[src/rtl/tw_pkg.sv]
// Shared types of the two-wire presence-detect slave.
// Assumes nothing beyond the standard SystemVerilog enum and struct rules.
package tw_pkg;

    // Controller states of the byte engine.
    typedef enum logic [2:0] {
        ST_IDLE,      // standby, waiting for a start
        ST_RX,        // shifting in a byte on clock rises
        ST_ACK_ARM,   // byte taken, pull low at next clock fall
        ST_ACK,       // holding acknowledge through the ninth clock
        ST_TX,        // shifting out a byte on clock falls
        ST_RACK,      // line released, sampling host acknowledge
        ST_RACK_END,  // host acknowledged, next byte starts at fall
        ST_WAIT       // off the bus until start or stop
    } tw_state_t;

    // Meaning of the byte currently received.
    typedef enum logic [1:0] {
        PH_DEV,       // device address plus direction bit
        PH_WORD,      // word pointer load
        PH_DATA       // write data
    } tw_phase_t;

    // Bus events seen in the system-clock domain.
    typedef struct packed {
        logic scl_rise;
        logic scl_fall;
        logic start;
        logic stop;
        logic sda;
    } tw_bus_ev_t;

endpackage

[src/rtl/tw_line_sync.sv]
// Multi-stage synchronizer for a group of asynchronous single-bit lines.
// Assumes each line is an independent level; the reset value is all ones,
// which matches an idle pulled-up bus.
module tw_line_sync #(
    parameter int WIDTH  = 2,
    parameter int STAGES = 2
) (
    input  logic             clk,
    input  logic             rst_n,
    input  logic [WIDTH-1:0] d_i,
    output logic [WIDTH-1:0] q_o
);

    logic [STAGES-1:0][WIDTH-1:0] chain_q;

    for (genvar k = 0; k < STAGES; k++) begin : g_stage
        if (k == 0) begin : g_first
            // First stage: capture the raw pad levels.
            always_ff @(posedge clk) begin
                if (!rst_n) chain_q[0] <= '1;
                else        chain_q[0] <= d_i;
            end
        end else begin : g_next
            // Later stages: pass the level one stage further.
            always_ff @(posedge clk) begin
                if (!rst_n) chain_q[k] <= '1;
                else        chain_q[k] <= chain_q[k-1];
            end
        end
    end

    assign q_o = chain_q[STAGES-1];

endmodule

[src/rtl/tw_cond_detect.sv]
// Derives clock edges and start/stop conditions from synchronized lines.
// Assumes both inputs come out of the same synchronizer, so their relative
// order is kept. A condition needs the clock high in both compared samples.
module tw_cond_detect
    import tw_pkg::*;
(
    input  logic       clk,
    input  logic       rst_n,
    input  logic       scl_s,
    input  logic       sda_s,
    output tw_bus_ev_t ev_o
);

    logic scl_prev_q;
    logic sda_prev_q;

    // Keep the previous sample of both lines for edge detection.
    always_ff @(posedge clk) begin
        if (!rst_n) begin
            scl_prev_q <= 1'b1;
            sda_prev_q <= 1'b1;
        end else begin
            scl_prev_q <= scl_s;
            sda_prev_q <= sda_s;
        end
    end

    // Classify the current sample pair into bus events.
    always_comb begin
        ev_o.scl_rise = scl_s & ~scl_prev_q;
        ev_o.scl_fall = ~scl_s & scl_prev_q;
        ev_o.start    = scl_s & scl_prev_q & sda_prev_q & ~sda_s;
        ev_o.stop     = scl_s & scl_prev_q & ~sda_prev_q & sda_s;
        ev_o.sda      = sda_s;
    end

endmodule

[src/rtl/tw_regfile.sv]
// Byte-wide register array with one synchronous write and one
// combinational read port. Assumes the address is always below DEPTH.
// The contents have no reset.
module tw_regfile #(
    parameter int DEPTH = 256,
    parameter int DW    = 8,
    localparam int AW   = $clog2(DEPTH)
) (
    input  logic          clk,
    input  logic          wr_en_i,
    input  logic [AW-1:0] wr_addr_i,
    input  logic [DW-1:0] wr_data_i,
    input  logic [AW-1:0] rd_addr_i,
    output logic [DW-1:0] rd_data_o
);

    logic [DW-1:0] mem_q [DEPTH];

    // Store one byte when the engine commits a write.
    always_ff @(posedge clk) begin
        if (wr_en_i) mem_q[wr_addr_i] <= wr_data_i;
    end

    assign rd_data_o = mem_q[rd_addr_i];

endmodule

[src/rtl/tw_slave_fsm.sv]
// Byte engine of the slave: address match, acknowledge, pointer handling,
// write commit and read shifting. Assumes bus events from tw_cond_detect
// and a bus clock low phase of at least a few system clocks, so every
// change of the pull-down lands while the bus clock is low.
// Start and stop take priority over every state.
module tw_slave_fsm
    import tw_pkg::*;
#(
    parameter logic [6:0] DEV_ADDR = 7'h50,
    parameter int         DEPTH    = 256,
    localparam int        AW       = $clog2(DEPTH)
) (
    input  logic          clk,
    input  logic          rst_n,
    input  tw_bus_ev_t    ev_i,
    input  logic [7:0]    rd_data_i,
    output logic [AW-1:0] ptr_o,
    output logic          wr_en_o,
    output logic [AW-1:0] wr_addr_o,
    output logic [7:0]    wr_data_o,
    output logic          sda_pull_o,
    output logic          standby_o
);

    tw_state_t     state_q;
    tw_phase_t     phase_q;
    logic [2:0]    bit_cnt_q;
    logic [6:0]    rx_sh_q;
    logic [6:0]    tx_sh_q;
    logic          is_read_q;
    logic [AW-1:0] ptr_q;
    logic [AW-1:0] ptr_inc;
    logic [7:0]    rx_byte;

    // Next pointer value with wrap at the top of the array.
    always_comb begin
        if (ptr_q == AW'(DEPTH - 1)) ptr_inc = '0;
        else                         ptr_inc = ptr_q + 1'b1;
    end

    assign rx_byte = {rx_sh_q, ev_i.sda};
    assign ptr_o   = ptr_q;

    // Main sequencer: bus conditions first, then per-state bit handling.
    always_ff @(posedge clk) begin
        if (!rst_n) begin
            state_q    <= ST_IDLE;
            phase_q    <= PH_DEV;
            bit_cnt_q  <= '0;
            rx_sh_q    <= '0;
            tx_sh_q    <= '0;
            is_read_q  <= 1'b0;
            ptr_q      <= '0;
            wr_en_o    <= 1'b0;
            wr_addr_o  <= '0;
            wr_data_o  <= '0;
            sda_pull_o <= 1'b0;
            standby_o  <= 1'b1;
        end else begin
            wr_en_o <= 1'b0;
            if (ev_i.start) begin
                state_q    <= ST_RX;
                phase_q    <= PH_DEV;
                bit_cnt_q  <= '0;
                sda_pull_o <= 1'b0;
                standby_o  <= 1'b0;
            end else if (ev_i.stop) begin
                state_q    <= ST_IDLE;
                sda_pull_o <= 1'b0;
                standby_o  <= 1'b1;
            end else begin
                case (state_q)
                    ST_RX: begin
                        if (ev_i.scl_rise) begin
                            rx_sh_q <= {rx_sh_q[5:0], ev_i.sda};
                            if (bit_cnt_q == 3'd7) begin
                                bit_cnt_q <= '0;
                                case (phase_q)
                                    PH_DEV: begin
                                        if (rx_byte[7:1] == DEV_ADDR) begin
                                            is_read_q <= rx_byte[0];
                                            state_q   <= ST_ACK_ARM;
                                        end else begin
                                            state_q   <= ST_WAIT;
                                        end
                                    end
                                    PH_WORD: begin
                                        ptr_q   <= rx_byte[AW-1:0];
                                        phase_q <= PH_DATA;
                                        state_q <= ST_ACK_ARM;
                                    end
                                    default: begin
                                        wr_en_o   <= 1'b1;
                                        wr_addr_o <= ptr_q;
                                        wr_data_o <= rx_byte;
                                        ptr_q     <= ptr_inc;
                                        state_q   <= ST_ACK_ARM;
                                    end
                                endcase
                            end else begin
                                bit_cnt_q <= bit_cnt_q + 1'b1;
                            end
                        end
                    end
                    ST_ACK_ARM: begin
                        if (ev_i.scl_fall) begin
                            sda_pull_o <= 1'b1;
                            state_q    <= ST_ACK;
                        end
                    end
                    ST_ACK: begin
                        if (ev_i.scl_fall) begin
                            bit_cnt_q <= '0;
                            if (phase_q == PH_DEV && is_read_q) begin
                                tx_sh_q    <= rd_data_i[6:0];
                                sda_pull_o <= ~rd_data_i[7];
                                ptr_q      <= ptr_inc;
                                state_q    <= ST_TX;
                            end else begin
                                sda_pull_o <= 1'b0;
                                state_q    <= ST_RX;
                                if (phase_q == PH_DEV) phase_q <= PH_WORD;
                            end
                        end
                    end
                    ST_TX: begin
                        if (ev_i.scl_fall) begin
                            if (bit_cnt_q == 3'd7) begin
                                sda_pull_o <= 1'b0;
                                state_q    <= ST_RACK;
                            end else begin
                                bit_cnt_q  <= bit_cnt_q + 1'b1;
                                sda_pull_o <= ~tx_sh_q[6];
                                tx_sh_q    <= {tx_sh_q[5:0], 1'b0};
                            end
                        end
                    end
                    ST_RACK: begin
                        if (ev_i.scl_rise) begin
                            if (ev_i.sda) state_q <= ST_WAIT;
                            else          state_q <= ST_RACK_END;
                        end
                    end
                    ST_RACK_END: begin
                        if (ev_i.scl_fall) begin
                            bit_cnt_q  <= '0;
                            tx_sh_q    <= rd_data_i[6:0];
                            sda_pull_o <= ~rd_data_i[7];
                            ptr_q      <= ptr_inc;
                            state_q    <= ST_TX;
                        end
                    end
                    default: begin
                        // Idle and wait states ignore all bus traffic.
                        sda_pull_o <= 1'b0;
                    end
                endcase
            end
        end
    end

endmodule

[src/rtl/tw_pd_slave.sv]
// Top of the two-wire presence-detect slave. Synchronizes the bus lines,
// detects bus events, runs the byte engine and holds the byte array.
// Assumes the system clock runs at least 8 times faster than the bus clock
// and that an external open-drain pad turns sda_pull_o into a low level.
module tw_pd_slave
    import tw_pkg::*;
#(
    parameter logic [6:0] DEV_ADDR    = 7'h50,
    parameter int         MEM_DEPTH   = 256,
    parameter int         SYNC_STAGES = 2,
    localparam int        PTR_W       = $clog2(MEM_DEPTH)
) (
    input  logic clk,
    input  logic rst_n,
    input  logic scl_i,
    input  logic sda_i,
    output logic sda_pull_o,
    output logic standby_o
);

    logic [1:0]       sync_q;
    tw_bus_ev_t       bus_ev;
    logic [PTR_W-1:0] rd_ptr;
    logic [7:0]       rd_byte;
    logic             wr_en;
    logic [PTR_W-1:0] wr_addr;
    logic [7:0]       wr_byte;

    tw_line_sync #(
        .WIDTH  (2),
        .STAGES (SYNC_STAGES)
    ) u_sync (
        .clk   (clk),
        .rst_n (rst_n),
        .d_i   ({scl_i, sda_i}),
        .q_o   (sync_q)
    );

    tw_cond_detect u_cond (
        .clk   (clk),
        .rst_n (rst_n),
        .scl_s (sync_q[1]),
        .sda_s (sync_q[0]),
        .ev_o  (bus_ev)
    );

    tw_slave_fsm #(
        .DEV_ADDR (DEV_ADDR),
        .DEPTH    (MEM_DEPTH)
    ) u_fsm (
        .clk        (clk),
        .rst_n      (rst_n),
        .ev_i       (bus_ev),
        .rd_data_i  (rd_byte),
        .ptr_o      (rd_ptr),
        .wr_en_o    (wr_en),
        .wr_addr_o  (wr_addr),
        .wr_data_o  (wr_byte),
        .sda_pull_o (sda_pull_o),
        .standby_o  (standby_o)
    );

    tw_regfile #(
        .DEPTH (MEM_DEPTH),
        .DW    (8)
    ) u_mem (
        .clk       (clk),
        .wr_en_i   (wr_en),
        .wr_addr_i (wr_addr),
        .wr_data_i (wr_byte),
        .rd_addr_i (rd_ptr),
        .rd_data_o (rd_byte)
    );

endmodule

[config.mk]
export PLATFORM = sky130hd
export DESIGN_NAME = tw_pd_slave
export DESIGN_NICKNAME = d
export VERILOG_FILES = /design/src/rtl/tw_pkg.sv /design/src/rtl/tw_line_sync.sv /design/src/rtl/tw_cond_detect.sv /design/src/rtl/tw_regfile.sv /design/src/rtl/tw_slave_fsm.sv /design/src/rtl/tw_pd_slave.sv
export SDC_FILE = /design/constraint.sdc
export NUM_CORES = 2
export LEC_CHECK = 0
export ABC_AREA = 1
export CAP_MARGIN = 10
export CORE_AREA = 2 2 381 383
export CTS_BUF_LIST = sky130_fd_sc_hd__clkbuf_4
export CTS_CLUSTER_DIAMETER = 60
export DETAILED_ROUTE_END_ITERATION = 10
export DIE_AREA = 0 0 383 385
export DONT_BUFFER_PORTS = 1
export PLACE_DENSITY_LB_ADDON = 0.1
export SYNTH_ARGS = -nofsm -noshare
export SYNTH_HDL_FRONTEND = slang
export SYNTH_SLANG_ARGS = --single-unit
[constraint.sdc]
create_clock -name clk -period 10.7 [get_ports clk]
set_clock_uncertainty 0.05 [all_clocks]
set_input_delay 1.07 -clock clk [delete_from_list [all_inputs] [get_ports clk]]
set_output_delay 1.07 -clock clk [all_outputs]
set_load 0.05 [all_outputs]
# == Word level (Yosys, flattened, before mapping) ==
# Memory sizes are Yosys's and may differ from the RTL's. A register that Yosys moved wholly into a read port is not among the register bits.
# Cells that the tools add are included.
# word_totals
regBits,56
ramBits,2048
inputBits,4
out_inout_bits,2
wordCells,155
n_memories,1
# memory_table
memory,depth,width,read_ports,rd_ports_with_merged_regs,wr,line,rtl
u_mem.mem_q,256,8,1,1,1,tw_regfile.sv:17,logic [DW-1:0] mem_q [DEPTH];
# classes
add_sub_neg,2
eq_ne,33
muxes,56
bitwise_logic,21
n_reduce_logical,25
# op_table
operator,count
$mux 8,8
$mux 3,16
$mux 7,5
$reduce_and 9->1,3
$ne 4x4->1 const B,6
$pmux 8 s3,1
$pmux 7 s3,1
$ne 2x2->1 const B,10
$pmux 3 s6,1
$pmux 8 s2,1
$reduce_and 8->1,2
$mux 1,14
$not 1->1,14
$eq 3x3->1 const B,4
$mux 2,6
$reduce_and 6->1,2
$ne 2x1->1 const B,5
$pmux 3 s3,1
$reduce_bool 3->1,3
$add 8x1->8 const B,1
$eq 8x8->1 const B,1
$ne 4x3->1 const B,2
$reduce_bool 8->1,1
$reduce_or 2->1,4
other kinds (17),25

# == Depth between registers and ports, before layout ==
# depth
ltp_word,8
ltp_mapped,18
ltp_nobuf,14

# == Hierarchy ==
# A second synthesis with hierarchy kept.
# hier_totals
cells_unflattened,7410
area_unflattened_um2,85985.0
# modules_own_cells
module,n_inst,cells_each,area_per_inst_um2,seq_area_each_um2
tw_regfile,1,6995,83236.1,61499.0
tw_slave_fsm,1,385,2527.4,1001.0
tw_line_sync,1,14,125.1,80.1
tw_cond_detect,1,16,96.3,40.0

# == Worst setup path before layout ==
# Ideal clock, no wire load.
# synth_path
path_kind,reg2reg
start,register u_fsm.wr_data_o[0]
end,memory u_mem.mem_q[0][0] (data pin)
setup_ns,0.855
arrival_time_ns,3.393
required_ns,9.795
setup_slack_ns,6.402
path_stages_with_launch,1
n_path_buf,0
synth_period_minus_slack_ns,4.298
path_cell_list,dfxtp_1
# synth_lines
element,line,rtl
"start, declared",tw_slave_fsm.sv:20,"output logic [7:0] wr_data_o,"
"start signal, assigned",tw_slave_fsm.sv:95,wr_data_o <= rx_byte;
"end, declared",tw_regfile.sv:17,
# Straight into the memory's write port.

==> results_dict.tcl <==
set metrics [dict create \
    initial_utilization 0.599 \
    place_ws_ns 5.89 \
    vias 58500 \
    yosysTopAreaCell "edfxtp_1" \
    period_minus_slack_ns 4.98 \
    grt_max_degree 231 \
    clkPwrFrac 0.316 \
    numCtsBuffers 552 \
    worstPathRequired_ns 11.81 \
    synth_area_um2 85700 \
    comb_power_share 0.243 \
    io-pin-count 6 \
    grt_setup_unrepaired "false" \
    max_slew.worst_pin.slew_ns 1.24 \
    synth_enable_flop_cells 2048 \
    whs_ns 0.359 \
    post-synth-top-count-cell "edfxtp_1" \
    syn-num-nets 7255 \
    io_buffers 0 \
    nFillCells 11100 \
    synth-seq-cells 2112 \
    power.total_mw 20.6 \
    p_seq_frac 0.441 \
    status "finished, final reports clean" \
    drcViolationCount 0 \
    p_per_area_nw_per_um2 222 \
    placed_cell_area_um2 86300 \
    whs_path_depth 1 \
    async_flop_share 0 \
    setup_viol 0 \
    hold_viol_final 0 \
    grt_pass1_wl_um 343000 \
    drive_gt1_frac 0.121 \
    crit_slowest_cell "dfxtp_4" \
    core_um2 143000 \
    crit_path_end_kind "flip-flop" \
    yosys.cell_types.count 38 \
    grt_use_total 0.312 \
    clock_latency_ns 1.30 \
    maxCapViolCount 0 \
    dr.pass1.iters 6 \
    relSlewSlack 0.170 \
    vdd_drop_max_mv 0.210 \
    final_cells 9643 \
    synth_commonest_cells "edfxtp_1, nand2_1, nand3_1" \
    hold_class "reg2reg" \
    clock_path_buffers 4 \
    routabilityCongestion 0.895 \
    cts_sinks 2112 \
    die_x_um 383 \
    synth_ff_type "edfxtp_1" \
    dp_cells 8731 \
    antenna_found_initial 5 \
    period_share 0.466 \
    ys_warn_count 0 \
    wire_per_inst_um 24.0 \
    synth_top_area_frac 0.718 \
    regArea_um2 62800 \
    gr-total-overflow 0 \
    swShare 0.342 \
    worstSetupPathType "reg2reg" \
    yosys-top-cells-area "edfxtp_1, nand3_1, nand2_1, nor2_1, o21ai_0" \
    cp_max_fo 213 \
    die_y_um 385 \
    clkSlewWorstSetupHoldPaths_ns 0.06 \
    ctsHoldBuffers 3 \
    cts_tree "built" \
    drv_slew 0 \
    rows 139 \
    root_buffer "clkbuf_4" \
    multiInputGateArea_um2 20000 \
    vias_per_cell 6.06 \
    crit_arrival_ns 6.09 \
    fin_nets 7392 \
    grt_pass1_vias 55300 \
    fmax_mhz 201 \
    final_antenna_net_count 0 \
    drt-total-wl_um 231000 \
    syn_to_final_growth_pct 8.25 \
    tns_ns 0 \
    utilization 0.648 \
    rr_worst_depth 15 \
    timing.critical_path.mode_cell "nand3_1" \
    ctsResizeCount 0 \
    postSynthCellCount 7248 \
    cts_max_level 6 \
    drtIter0Drc 7925 \
    avgSynthCellArea_um2 11.8 \
    dieArea_um2 147000 \
    cp_slowest_stage_delay_ns 0.80 \
    stdcell_area_um2 92800 \
    p_int_mw 13.6 \
    yosysSeqAreaShare 0.732 \
    start_kind "flip-flop" \
    setup_slack_ns 5.72 \
    path_cells "buf_12, buf_4, buf_4, nand2_1, nand3_1, nand3_1, nand3_1, nand3_1, nand3_1, nand3_1, nand2_1, nand2_1, nand3_1, nand2_1, a21oi_1" \
    p_leak_nw 35.1 \
    p_switching_mw 7.04 \
    post-cts-setup-buffers 0 \
    dp_hpwl_um 121000 \
]
==> logic make-up (layout without fill, tap and decap cells) <==
group,count (synthesis),count (layout),synth area share
fa+ha+maj,3,3,0.000438
simple gates,4062,4062,0.204
buf+inv,613,1102,0.0345
flops,2112,2112,0.732
compound gates,458,458,0.0288
other cells,0,3,0
==> worst paths after layout <==
kind	start	slack, ns	end
max	flip-flop	5.72	u_fsm.tx_sh_q[3]
max reg2reg	flip-flop	5.72	u_fsm.tx_sh_q[3]
min reg2reg	u_sync.chain_q[1]	0.36	u_sync.q_o[1]
min	u_sync.chain_q[1]	0.36	u_sync.q_o[1]
==> layout by cell type (no fill, tap or decap), drive strengths merged, types with 3 or more instances in the layout <==
master,n
nand4,3
nor2,533
buf,73
dlygate4sd3,3
o22ai,99
dfxtp,64
edfxtp,2048
diode,3
nor3,8
a31oi,3
a21oi,79
nand3,1711
or2,5
a221oi,6
ha,3
inv,134
clkinv,110
clkbuf,780
o21ai,265
nand2,1799
==> flip-flops by register name, indices dropped and copies added, names as in the netlist, 2 cells and up, named ones only <==
register         count
u_mem.mem_q       2048
u_fsm.ptr_o          8
u_fsm.wr_addr_o      8
u_fsm.wr_data_o      8
u_fsm.rx_sh_q        7
u_fsm.tx_sh_q        7
u_fsm.bit_cnt_q      3
u_fsm.state_q        3
u_fsm.phase_q        2
u_sync.chain_q       2
u_sync.q_o           2
==> worst max-delay path, delay by kind of cell (launching register included) <==
kind / cells / cell delay, ns
buffers and inverters: 3 / 2.19
and+or+nand+nor: 11 / 1.43
DFF: 1 / 0.80
AOI/OAI and AO/OA: 1 / 0.13
==> per-layer routing <==
metal,wire [um],vias up,track usage
met5,8,-,0
met4,7490,2,0.124
met3,24200,449,0.0715
met2,107000,3213,0.474
met1,92400,28400,0.442
li1,-,26400,-
==> power groups by stage <==
| stage | registers [mW] | clock network (mW) | logic, mW |
|---|---|---|---|
| 2_1_floorplan | 9.15 | 0 | 3.60 |
| 3_3_place_gp | 9.26 | 0 | 4.88 |
| 3_5_place_dp | 9.26 | 0 | 4.91 |
| 4_1_cts | 9.09 | 6.61 | 4.92 |
| 5_1_grt | 9.09 | 7.03 | 5.38 |
| 6_report | 9.09 | 6.52 | 5.00 |
==> final cells by class <==
cell class                 count  share of cell area
clock inverter               126             0.00583
antenna                        3           0.0000809
multi-input combinational   4523               0.216
sequential                  2112               0.677
clock buffer                 780              0.0631
tap                         1903              0.0257
inverter                     120             0.00531
timing repair buffer          76             0.00717
(Power assumes the default switching activity.)
